### src/rtl/i2c_sr_pkg.sv
package i2c_sr_pkg;
  localparam int unsigned BYTE_W = 8;
  localparam int unsigned CTRL_W = 6;
  localparam int unsigned STAT_W = BYTE_W - CTRL_W;
  localparam int unsigned DEV_W  = 7;
  localparam int unsigned CNT_W  = $clog2(BYTE_W + 1);

  typedef enum logic [2:0] {
    ST_IDLE,
    ST_ADDR,
    ST_AACK,
    ST_WDAT,
    ST_WACK,
    ST_RDAT,
    ST_RACK,
    ST_SKIP
  } sr_state_e;
endpackage

### src/rtl/i2c_sr_sync.sv
module i2c_sr_sync #(
  parameter int unsigned LINES  = 2,
  parameter int unsigned STAGES = 2
) (
  input  logic             clk,
  input  logic             rst_n,
  input  logic [LINES-1:0] din,
  output logic [LINES-1:0] lvl,
  output logic [LINES-1:0] rise,
  output logic [LINES-1:0] fall
);
  localparam int unsigned DEPTH = STAGES + 1;

  for (genvar g = 0; g < LINES; g++) begin : g_line
    logic [DEPTH-1:0] pipe;
    always_ff @(posedge clk or negedge rst_n) begin
      if (!rst_n) pipe <= '1;
      else        pipe <= {pipe[DEPTH-2:0], din[g]};
    end
    assign lvl[g]  = pipe[STAGES-1];
    assign rise[g] = pipe[STAGES-1] & ~pipe[STAGES];
    assign fall[g] = ~pipe[STAGES-1] & pipe[STAGES];
  end
endmodule

### src/rtl/i2c_sr_regs.sv
module i2c_sr_regs
  import i2c_sr_pkg::*;
(
  input  logic              clk,
  input  logic              rst_n,
  input  logic              uvlo,
  input  logic              wr_en,
  input  logic [CTRL_W-1:0] wr_data,
  input  logic [STAT_W-1:0] stat_in,
  output logic [CTRL_W-1:0] ctrl_q,
  output logic [BYTE_W-1:0] rd_byte
);
  always_ff @(posedge clk or negedge rst_n) begin
    if (!rst_n)     ctrl_q <= '0;
    else if (uvlo)  ctrl_q <= '0;
    else if (wr_en) ctrl_q <= wr_data;
  end

  assign rd_byte = {ctrl_q, stat_in};
endmodule

### src/rtl/i2c_sr_fsm.sv
module i2c_sr_fsm
  import i2c_sr_pkg::*;
(
  input  logic              clk,
  input  logic              rst_n,
  input  logic              uvlo,
  input  logic              scl_rise,
  input  logic              scl_fall,
  input  logic              sda_lvl,
  input  logic              bus_start,
  input  logic              bus_stop,
  input  logic [DEV_W-1:0]  dev_addr,
  input  logic [BYTE_W-1:0] rd_byte,
  output logic              sda_oe,
  output logic              wr_en,
  output logic [CTRL_W-1:0] wr_data
);
  localparam logic [CNT_W-1:0] FULL = CNT_W'(BYTE_W);

  sr_state_e         state;
  logic [CNT_W-1:0]  cnt;
  logic [BYTE_W-1:0] shreg;
  logic [BYTE_W-1:0] tx;
  logic              rnw;
  logic              mack;
  logic              ack_drv;

  always_ff @(posedge clk or negedge rst_n) begin
    if (!rst_n) begin
      state   <= ST_IDLE;
      cnt     <= '0;
      shreg   <= '0;
      tx      <= '1;
      rnw     <= 1'b0;
      mack    <= 1'b0;
      ack_drv <= 1'b0;
      wr_en   <= 1'b0;
      wr_data <= '0;
    end else if (uvlo) begin
      state   <= ST_IDLE;
      cnt     <= '0;
      ack_drv <= 1'b0;
      wr_en   <= 1'b0;
    end else begin
      wr_en <= 1'b0;
      if (bus_start) begin
        state   <= ST_ADDR;
        cnt     <= '0;
        ack_drv <= 1'b0;
      end else if (bus_stop) begin
        state   <= ST_IDLE;
        ack_drv <= 1'b0;
      end else begin
        unique case (state)
          ST_ADDR, ST_WDAT: begin
            if (scl_rise && cnt < FULL) begin
              shreg <= {shreg[BYTE_W-2:0], sda_lvl};
              cnt   <= cnt + 1'b1;
            end else if (scl_fall && cnt == FULL) begin
              if (state == ST_ADDR) begin
                if (shreg[BYTE_W-1:1] == dev_addr) begin
                  ack_drv <= 1'b1;
                  rnw     <= shreg[0];
                  state   <= ST_AACK;
                end else begin
                  state <= ST_SKIP;
                end
              end else begin
                wr_en   <= 1'b1;
                wr_data <= shreg[BYTE_W-1 -: CTRL_W];
                ack_drv <= 1'b1;
                state   <= ST_WACK;
              end
            end
          end
          ST_AACK: begin
            if (scl_fall) begin
              ack_drv <= 1'b0;
              cnt     <= '0;
              if (rnw) begin
                tx    <= rd_byte;
                state <= ST_RDAT;
              end else begin
                state <= ST_WDAT;
              end
            end
          end
          ST_WACK: begin
            if (scl_fall) begin
              ack_drv <= 1'b0;
              state   <= ST_SKIP;
            end
          end
          ST_RDAT: begin
            if (scl_rise && cnt < FULL) begin
              cnt <= cnt + 1'b1;
            end else if (scl_fall) begin
              if (cnt == FULL) begin
                tx    <= '1;
                state <= ST_RACK;
              end else begin
                tx <= {tx[BYTE_W-2:0], 1'b1};
              end
            end
          end
          ST_RACK: begin
            if (scl_rise) begin
              mack <= ~sda_lvl;
            end else if (scl_fall) begin
              if (mack) begin
                tx    <= rd_byte;
                cnt   <= '0;
                state <= ST_RDAT;
              end else begin
                state <= ST_SKIP;
              end
            end
          end
          ST_IDLE, ST_SKIP: begin
          end
          default: state <= ST_IDLE;
        endcase
      end
    end
  end

  assign sda_oe = ack_drv | ((state == ST_RDAT) & ~tx[BYTE_W-1]);
endmodule

### src/rtl/i2c_sysreg_slave.sv
module i2c_sysreg_slave
  import i2c_sr_pkg::*;
#(
  parameter logic [4:0]  ADDR_PREFIX = 5'b00010,
  parameter int unsigned SYNC_STAGES = 2
) (
  input  logic              clk,
  input  logic              rst_n,
  input  logic              scl_i,
  input  logic              sda_i,
  output logic              sda_oe,
  input  logic [1:0]        addr_strap,
  input  logic              uvlo,
  input  logic              flag_otemp,
  input  logic              flag_ovld,
  output logic [CTRL_W-1:0] ctrl_out
);
  localparam int unsigned SCL_IDX = 0;
  localparam int unsigned SDA_IDX = 1;

  logic [1:0]        s_lvl;
  logic [1:0]        s_rise;
  logic [1:0]        s_fall;
  logic              bus_start;
  logic              bus_stop;
  logic [DEV_W-1:0]  dev_addr;
  logic [BYTE_W-1:0] rd_byte;
  logic              wr_en;
  logic [CTRL_W-1:0] wr_data;

  i2c_sr_sync #(.LINES(2), .STAGES(SYNC_STAGES)) u_sync (
    .clk  (clk),
    .rst_n(rst_n),
    .din  ({sda_i, scl_i}),
    .lvl  (s_lvl),
    .rise (s_rise),
    .fall (s_fall)
  );

  assign bus_start = s_lvl[SCL_IDX] & s_fall[SDA_IDX];
  assign bus_stop  = s_lvl[SCL_IDX] & s_rise[SDA_IDX];
  assign dev_addr  = {ADDR_PREFIX, addr_strap};

  i2c_sr_fsm u_fsm (
    .clk      (clk),
    .rst_n    (rst_n),
    .uvlo     (uvlo),
    .scl_rise (s_rise[SCL_IDX]),
    .scl_fall (s_fall[SCL_IDX]),
    .sda_lvl  (s_lvl[SDA_IDX]),
    .bus_start(bus_start),
    .bus_stop (bus_stop),
    .dev_addr (dev_addr),
    .rd_byte  (rd_byte),
    .sda_oe   (sda_oe),
    .wr_en    (wr_en),
    .wr_data  (wr_data)
  );

  i2c_sr_regs u_regs (
    .clk    (clk),
    .rst_n  (rst_n),
    .uvlo   (uvlo),
    .wr_en  (wr_en),
    .wr_data(wr_data),
    .stat_in({flag_otemp, flag_ovld}),
    .ctrl_q (ctrl_out),
    .rd_byte(rd_byte)
  );
endmodule

### config.mk
export PLATFORM = sky130hd
export DESIGN_NAME = i2c_sysreg_slave
export DESIGN_NICKNAME = d
export VERILOG_FILES = /design/src/rtl/i2c_sr_pkg.sv /design/src/rtl/i2c_sr_sync.sv /design/src/rtl/i2c_sr_regs.sv /design/src/rtl/i2c_sr_fsm.sv /design/src/rtl/i2c_sysreg_slave.sv
export SDC_FILE = /design/constraint.sdc
export NUM_CORES = 1
export LEC_CHECK = 0
export BUFFER_PORTS_ARGS = -buffer_cell sky130_fd_sc_hd__clkbuf_2
export CORE_MARGIN = 5
export CORE_UTILIZATION = 50
export CTS_BUF_LIST = sky130_fd_sc_hd__clkbuf_8
export DETAILED_ROUTE_END_ITERATION = 8
export HOLD_SLACK_MARGIN = 0.02
export MAX_ROUTING_LAYER = met4
export PLACE_DENSITY = 0.8
export SETUP_SLACK_MARGIN = 0.1
export SKIP_LAST_GASP = 1
export SLEW_MARGIN = 40
export SYNTH_ARGS = -nofsm -noshare
export SYNTH_HDL_FRONTEND = slang
export SYNTH_SLANG_ARGS = --single-unit
### constraint.sdc
create_clock -name clk -period 3.86 [get_ports clk]
set_input_delay 0.772 -clock clk [delete_from_list [all_inputs] [get_ports clk]]
set_output_delay 0.772 -clock clk [all_outputs]
set_load 0.005 [all_outputs]
# ---- After elaboration in Yosys (flattened, before gate mapping)
# Cells that the tools add are included.
dict set report word_totals {
  reg_bits 45
  latch_bits 0
  mem_bits_rw 0
  mem_bits_ro 0
  input_bits 9
  output_inout_bits 7
  elab_cells 135
  n_memories 0
}
dict set report classes {
  addsub 1
  n_mul 0
  div 0
  magnitude_cmp 1
  eq_ne 32
  shifts 0
  muxes 53
  bitwise 18
  n_reduce_logical 18
}
# operator count
set op_table {}
lappend op_table {{$mux 8} 8}
lappend op_table {{$mux 3} 15}
lappend op_table {{$mux 4} 8}
lappend op_table {{$ne 5x4->1 const B} 6}
lappend op_table {{$pmux 8 s3} 1}
lappend op_table {{$mux 1} 15}
lappend op_table {{$ne 5x5->1 const B} 3}
lappend op_table {{$pmux 3 s5} 1}
lappend op_table {{$reduce_and 5->1} 3}
lappend op_table {{$reduce_and 7->1} 2}
lappend op_table {{$mux 6} 2}
lappend op_table {{$ne 4x3->1 const B} 3}
lappend op_table {{$pmux 4 s3} 1}
lappend op_table {{$reduce_and 11->1} 1}
lappend op_table {{$ne 2x1->1 const B} 5}
lappend op_table {{$not 1->1} 10}
lappend op_table {{$reduce_and 10->1} 1}
lappend op_table {{$reduce_bool 5->1} 2}
lappend op_table {{$eq 3x3->1 const B} 3}
lappend op_table {{$reduce_and 8->1} 1}
lappend op_table {{$reduce_bool 8->1} 1}
lappend op_table {{$and 1x1->1} 7}
lappend op_table {{$eq 7x4->1} 1}
lappend op_table {{$eq 3x2->1 const B} 2}
lappend op_table {{18 further kinds} 21}

# ---- Depth between registers and ports, before layout
# Gate-level depths: netlist (run 1).
dict set report logic_depth {
  ltp_word 9
  mapped_depth 7
  mapped_depth_nobuf 7
}

# ---- Cells and area by module
# A second synthesis (run 1) with hierarchy kept.
dict set report hier_totals {
  hier_cells 214
  area_unflattened_um2 2332.2
}
# module n_inst cells_per_inst area_per_inst_um2 seq_area_each_um2
set modules_own_cells {}
lappend modules_own_cells {i2c_sr_fsm 1 171 1800.5 835.8}
lappend modules_own_cells {i2c_sr_regs 1 27 304.0 150.1}
lappend modules_own_cells {i2c_sr_sync 1 12 207.7 157.7}
lappend modules_own_cells {i2c_sysreg_slave 1 4 20.0 0.0}

# ---- Least setup slack after synthesis (run 1)
# Ideal clock, no wire load.
dict set report synth_path {
  path_type {input to register}
  startpoint {input uvlo}
  endpoint {register u_fsm.shreg[0]}
  setup_time_ps 125
  arrival_time_ps 2054
  required_ps 3735
  setup_slack_ps 1681
  path_stages 5
  path_buffers 2
  cell_sequence {clkbuf_1 > a21o_1 > buf_2 > nor3b_4 > mux2_2}
}
dict set report synth_between {
  elab_chain_cells 2
}
# item line_no
set synth_rtl {}
lappend synth_rtl {{start, declared} i2c_sysreg_slave.sv:13} ;# input logic uvlo,
lappend synth_rtl {{$not 1->1 (no line)} --}
lappend synth_rtl {{$reduce_and 5->1 (no line)} --}
lappend synth_rtl {{end signal, assigned} i2c_sr_fsm.sv:57} ;# shreg <= {shreg[BYTE_W-2:0], sda_lvl};
lappend synth_rtl {{end, declared} i2c_sr_fsm.sv:22} ;# logic [BYTE_W-1:0] shreg;
# Every way passes these cells.
# A chain may end at the register's enable or synchronous reset.

# ---- Worst setup path in the final report (run 1)
dict set report layout_path {
  startpoint {register u_fsm.state[1]}
  endpoint {output sda_oe}
}
dict set report layout_between {
  elab_chain_cells 3
}
# item line_no
set layout_rtl {}
lappend layout_rtl {{start, declared} i2c_sr_fsm.sv:20} ;# sr_state_e state;
lappend layout_rtl {{start signal, assigned} i2c_sr_fsm.sv:30} ;# state <= ST_IDLE;
lappend layout_rtl {{start signal, assigned} i2c_sr_fsm.sv:40} ;# state <= ST_IDLE;
lappend layout_rtl {{start signal, assigned} i2c_sr_fsm.sv:47} ;# state <= ST_ADDR;
lappend layout_rtl {{$eq 3x3->1} i2c_sr_fsm.sv:127} ;# assign sda_oe = ack_drv | ((state == ST_RDAT) & ~tx[BYTE_W-1]);
lappend layout_rtl {{$and 1x1->1} i2c_sr_fsm.sv:127}
lappend layout_rtl {{$or 1x1->1} i2c_sr_fsm.sv:127}
lappend layout_rtl {{end, declared} i2c_sysreg_slave.sv:11} ;# output logic sda_oe,
# Every way passes these cells.

==> results.txt, run 1 <==
----------------------------------------------------
[Setup path]
  CP bufs+invs ... 1
  Crit path DAT ... 1730 ps
  Startpoint kind of the worst setup timing path ... register
  Start point of the critical path ... u_fsm.state[1]
  Critical Path Max Stage Delay ... 600 ps
  List of cells traversed by the critical path ... and3b_1 -> a21o_1 -> clkbuf_2
  Crit path max fanout ... 15
  Worst Path Required ... 3090 ps
  Kind of cell with the highest combined delay on the critical path ... simple AND/OR/NAND/NOR gates
  Reg2Reg Launch Point ... u_fsm.state[1]
  Max stage delay cell, worst path ... and3b_1
  Type of element capturing the critical path ... primary output
  Crit Path Category ... reg -> out

[Route]
  Average routed wire per standard cell ... 14.8 microns
  Total detailed-routing wirelength ... 3770 microns
  Vias per std cell ... 5.71
  DRT antenna net count ... 0
  Total via count in the routed design ... 1451
  Iteration-0 DRC Markers ... 156
  Detailed-routing iteration count for the pre-antenna-repair pass ... 4
  Residual DRC count ... 0

[Placement]
  DP Cell Count ... 246
  Last weighted congestion value of the routability-driven placer ... 0.877
  Detailed Place HPWL ... 2670 microns
  Total of buffers placed on input and output ports ... 15
  DP Worst Slack ... 1420 ps

[Clocking]
  Clk_lat worst skew ... 300 ps
  Num CTS Buffers ... 5
  Setup Buffers After CTS ... 0
  Clock buffer depth ... 2
  Num Clock Sinks ... 45
  Clock tree from TritonCTS ... done
  Cts repair resizes ... 0
  Register clock-pin slew on the reported worst setup and hold paths ... 80 ps
  Hold_buf cts ... 0
  CTS root buffer ... clkbuf_8
  Number of H-tree levels ... 2

[Cells and area]
  Leading cell types in the layout, fill and taps excluded ... 31 x dfrtp_1, 16 x mux2_2, 15 x nor2_1
  Most common cell after layout, fill and taps aside ... dfrtp_1
  Synth-to-Final Area Change ... 9.62%
  Ant. Diodes ... 0
  Cell Count, Final, Fillers Out ... 254
  Post-layout nets ... 214
  Fraction of layout instances using a drive strength above 1 ... 27.9%

[Synth]
  Distinct cell type count of the synthesized netlist ... 46
  Cell count after synthesis ... 190
  Sequential area share after synthesis ... 53.6%
  Share of flip-flops with an asynchronous set or reset ... 100%
  Commonest register cell after synthesis ... dfrtp_1
  Post-synthesis sequential element count ... 45
  Ys Warns ... 0
  Syn_area_per_cell ... 11.2 sq um
  Syn Nets ... 201
  Combined area of all synthesized cells ... 2130 sq um
  EDFF count, synth ... 0

[Global routing]
  Maximum number of pins on one net before global-route repair ... 46
  Remaining Overflow, GRT ... 0
  Vias in the first global route ... 1335
  Global-route wire length before repair ... 6600 microns
  Initial antenna violation count ... 0
  Global-route usage over all layers ... 16.0%

[Timing]
  Number of hold violations in the final report ... 0
  Max Freq ... 0.399 GHz
  Final Slew Violations ... 0
  Final worst setup slack ... 1350 ps
  Final worst path period need ... 2510 ps
  Final setup skew ... 7.81 ps
  Worst hold slack across all endpoints ... 358 ps
  RSZ-0062 raised after global routing ... no
  Tightest Pin Transition ... 582 ps
  Final-layout setup total negative slack ... 0 ps
  Final-report setup violation count ... 0
  Max-slew headroom ... 61.2%
  Period Utilization, post-route ... 64.9%

[Floorplanning]
  Height of the die ... 75.3 microns
  Core Box Area ... 4060 sq um
  Starting utilization of the core area ... 52.6%
  Num rows ... 23
  Area enclosed by the die boundary ... 5670 sq um
  Number of top-level design ports ... 16
  Die X-Extent ... 75.3 microns

[Outcome]
  Result of the run ... completed

[Pwr]
  Leakage Power ... 1.07 nW
  IR drop worst, VDD ... 350 uV
  Power density over the cells ... 378 nW/um^2

[Job]
  Max-capacitance violation count ... 0

[Hold path]
  Min-delay worst type ... reg -> reg
  Hold path startpoint ... u_sync.g_line[0].pipe[0]

----------------------------------------------------
==> synth_stat cells (all sizes together), types with 2 or more instances <==
| cell | number | share of area (%) |
|---|---|---|
| dfrtp | 31 | 36 |
| mux2 | 16 | 8.4 |
| nor2 | 15 | 2.6 |
| dfstp | 14 | 17 |
| nand2 | 14 | 2.5 |
| o21ai | 11 | 2.9 |
| o22ai | 9 | 2.6 |
| mux2i | 8 | 3.8 |
| a21oi | 6 | 1.4 |
| nor3 | 6 | 1.4 |
| buf | 5 | 1.5 |
| inv | 5 | 0.88 |
| nor2b | 5 | 1.5 |
| clkbuf | 4 | 0.70 |
| nand2b | 3 | 0.88 |
| nand3 | 3 | 0.70 |
| o31ai | 3 | 1.1 |
| xnor2 | 3 | 1.2 |
| a21o | 2 | 0.70 |
| a22o | 2 | 0.82 |
| and3b | 2 | 0.82 |
| ha | 2 | 1.2 |
| nor3b | 2 | 1.2 |
| nor4 | 2 | 1.3 |
==> worst paths after layout <==
path | cells after the start | slack [ps] | end
max in group asynchronous | 1 | 2980 | u_fsm.ack_drv
max reg2reg | 5 | 1620 | u_fsm.tx[1]
min in group asynchronous | 1 | 500 | u_regs.ctrl_q[0]
min | 0 | 360 | u_sync.g_line[0].pipe[1]
min reg2reg | 0 | 360 | u_sync.g_line[0].pipe[1]
max | 3 | 1350 | sda_oe
==> logic make-up after synthesis <==
group / synth area share, %
simple gates: 15.6
flops: 53.6
mux: 12.2
fa+ha+maj: 1.17
buf+inv: 3.05
compound gates: 12.7
xor+xnor: 1.64
==> worst register-to-register path: cells and delay by family (launching register included) <==
family           cells  cell delay [ps]
flip-flops           1              550
AO/OA/AOI/OAI        2              150
AND/OR/NAND/NOR      3             1460
==> power breakdown <==
group          leakage [nW]  total, mW  switching, mW  internal (mW)
sequential            0.577      0.495        0.00912          0.486
combinational         0.433     0.0433         0.0268         0.0164
clock                0.0595      0.346          0.155          0.192
==> layout make-up <==
| type | count | area (sq um) |
|---|---|---|
| Multi-Input combinational cell | 131 | 925 |
| Clock inverter | 3 | 42.5 |
| Timing Repair Buffer | 15 | 77.6 |
| Inverter | 5 | 18.8 |
| Clock buffer | 5 | 68.8 |
| Fill cell | 341 | 1720 |
| Sequential cell | 45 | 1140 |
| Tap cell | 50 | 62.6 |
==> sequential cells by signal, summed over array words and instances, names as in the netlist <==
name                flops
u_fsm.state             3
u_fsm.cnt               4
u_fsm.tx                8
u_fsm.mack              1
u_fsm.ack_drv           1
u_fsm.wr_en             1
u_fsm.wr_data           6
u_regs.ctrl_q           6
u_fsm.shreg             8
u_sync.g_line.pipe      6
u_fsm.rnw               1
==> through the flow <==
stage,total power [mW],cell area [sq um],utilization (%)
3_5_place_dp,0.548,2230,54.9
4_1_cts,0.894,2340,57.6
6_report,0.885,2340,57.6
3_3_place_gp,0.546,2220,54.8
5_1_grt,0.928,2340,57.6
2_1_floorplan,0.529,2130,-
==> routing by layer <==
layer	track usage (%)	part of all wire [%]	vias to the layer above	wire [microns]
met5	-	0	-	0
met4	6.99	1.9	0	70
met3	3.56	4.8	8	179
met2	22.7	46	35	1750
met1	22.1	47	688	1770
li1	-	-	720	-
(Power assumes the default switching activity.)
==> run 2, diff against run 1 <==
--- a/config.mk
+++ b/config.mk
@@ -12,7 +12,7 @@
 export DETAILED_ROUTE_END_ITERATION = 8
 export HOLD_SLACK_MARGIN = 0.02
 export MAX_ROUTING_LAYER = met4
-export PLACE_DENSITY = 0.8
+export PLACE_DENSITY = 0.83
 export SETUP_SLACK_MARGIN = 0.1
 export SKIP_LAST_GASP = 1
 export SLEW_MARGIN = 40
==> constraint.sdc (replaced) <==
create_clock -name clk -period 2.3 [get_ports clk]
set_input_delay 0.46 -clock clk [delete_from_list [all_inputs] [get_ports clk]]
set_output_delay 0.46 -clock clk [all_outputs]
set_load 0.005 [all_outputs]
==> results.txt, run 2 (synthesis results as in run 1) <==
----------------------------------------------------
[Clocking]
  Register clock-pin slew on the reported worst setup and hold paths ... 80 ps
  Num Clock Sinks ... 45
  Clk_lat worst skew ... 300 ps
  Num CTS Buffers ... 5
  Hold_buf cts ... 0
  Clock buffer depth ... 2
  Cts repair resizes ... 0
  Clock tree from TritonCTS ... done
  Number of H-tree levels ... 2
  Setup Buffers After CTS ... 0
  CTS root buffer ... clkbuf_8

[Route]
  Vias per std cell ... 5.82
  Detailed-routing iteration count for the pre-antenna-repair pass ... 4
  Total detailed-routing wirelength ... 3940 microns
  Total via count in the routed design ... 1513
  DRT antenna net count ... 0
  Iteration-0 DRC Markers ... 106
  Average routed wire per standard cell ... 15.2 microns
  Residual DRC count ... 0

[Setup path]
  Slack of the worst reg-to-reg path ... 220 ps
  Reg2Reg Launch Point ... u_sync.g_line[1].pipe[1]
  Type of element capturing the critical path ... register
  Worst Path Required ... 2480 ps
  Destination of the worst register-to-register timing path ... u_fsm.shreg[2]
  Startpoint kind of the worst setup timing path ... register
  Crit path DAT ... 2260 ps
  Crit path max fanout ... 9
  Path depth of the worst reg2reg path ... 5
  Crit Path Category ... reg -> reg

[Pwr]
  PnR Total Power ... 1.40 mW
  Leakage Power ... 1.09 nW
  Power density over the cells ... 591 nW/um^2
  IR drop worst, VDD ... 434 uV

[Timing]
  Max-slew headroom ... 64.6%
  Final-layout setup total negative slack ... 0 ps
  Final Slew Violations ... 0
  Final setup skew ... 10.1 ps
  Tightest Pin Transition ... 532 ps
  Max Freq ... 0.481 GHz
  RSZ-0062 raised after global routing ... no
  Final-report setup violation count ... 0
  Final worst path period need ... 2080 ps
  Period Utilization, post-route ... 90.5%
  Number of hold violations in the final report ... 0

[Global routing]
  Maximum number of pins on one net before global-route repair ... 46
  Global-route wire length before repair ... 7090 microns
  Global-route usage over all layers ... 17.1%
  Remaining Overflow, GRT ... 0
  Initial antenna violation count ... 0
  Vias in the first global route ... 1536

[Cells and area]
  Post-route cell area ... 2360 sq um
  Post-layout nets ... 220
  Cell Count, Final, Fillers Out ... 260
  Synth-to-Final Area Change ... 10.6%
  Most common cell after layout, fill and taps aside ... dfrtp_1
  Ant. Diodes ... 0
  Leading cell types in the layout, fill and taps excluded ... 31 x dfrtp_1, 16 x mux2_2, 15 x nor2_1, 15 x clkbuf_2
  Fraction of layout instances using a drive strength above 1 ... 30.5%
  Largest registers ... u_fsm.shreg (8), u_fsm.tx (8)

[Floorplanning]
  Area enclosed by the die boundary ... 5670 sq um
  Height of the die ... 75.3 microns
  Number of top-level design ports ... 16
  Starting utilization of the core area ... 52.6%
  Num rows ... 23
  Die X-Extent ... 75.3 microns
  Core Box Area ... 4060 sq um

[Placement]
  Placement Cell Area ... 2270 sq um
  Last weighted congestion value of the routability-driven placer ... 0.929
  Total of buffers placed on input and output ports ... 15
  Detailed Place HPWL ... 2820 microns
  DP Cell Count ... 252

[Job]
  Max-capacitance violation count ... 0

[Hold path]
  Min-delay worst type ... in -> async

[Outcome]
  Result of the run ... completed

----------------------------------------------------
-- run 2: cell types whose count changed in the layout (fill, tap and decap cells not counted) --
cell / previous run / this run
inv_6: 0 / 1
bufinv_16: 1 / 0
inv_1: 6 / 5
buf_4: 0 / 6
clkinv_4: 1 / 0
clkbuf_2: 14 / 15
clkinvlp_4: 0 / 1
clkbuf_4: 1 / 0
clkinv_2: 0 / 1
-- run 2: worst max-delay path by stage --
stage / from / depth (start not counted) / slack, ps / endpoint
after global placement: u_sync.g_line[1].pipe[1] / 5 / 270 / u_fsm.tx[2]
after global routing: u_fsm.state[0] / 4 / 130 / sda_oe
after detailed placement: u_sync.g_line[1].pipe[1] / 5 / 240 / u_fsm.shreg[3]
after CTS: u_sync.g_line[1].pipe[1] / 5 / 220 / u_fsm.shreg[2]
after floorplan: u_sync.g_line[1].pipe[1] / 5 / 420 / u_fsm.shreg[0]
final: u_sync.g_line[1].pipe[1] / 5 / 220 / u_fsm.shreg[2]
-- run 2: through the flow --
stage,hold WS (ps),util (%),setup WS [ps]
after floorplan,164,-,424
after global placement,346,55.9,271
after detailed placement,347,55.9,237
after CTS,231,58.2,218
after global routing,229,58.2,131
final,221,58.2,219
-- run 2: routing by layer --
layer	routed length (microns)	global-route usage (%)	vias up
met1	1810	22.2	747
met3	168	3.96	8
li1	-	-	723
met5	0	-	-
met2	1850	25.1	35
met4	108	8.35	0
-- run 2: critical path, cell delays in order (launching register included) --
cell and delay (ps):
dfstp_2 600, xor2_1 100, a21o_1 250, buf_4 200, nor3b_4 420, mux2_2 390
-- run 2: cell type report --
| cell class | instances | area (sq um) |
|---|---|---|
| tap | 50 | 62.6 |
| multi-input combinational | 131 | 925 |
| clock buffer | 5 | 68.8 |
| inverter | 5 | 18.8 |
| clock inverter | 3 | 21.3 |
| sequential | 45 | 1140 |
| timing repair buffer | 21 | 120 |
| fill | 341 | 1700 |
-- run 2: power by group --
group	internal (mW)	switching, mW
Clock	0.215	0.271
Sequential	0.816	0.0154
Combinational	0.0312	0.0466
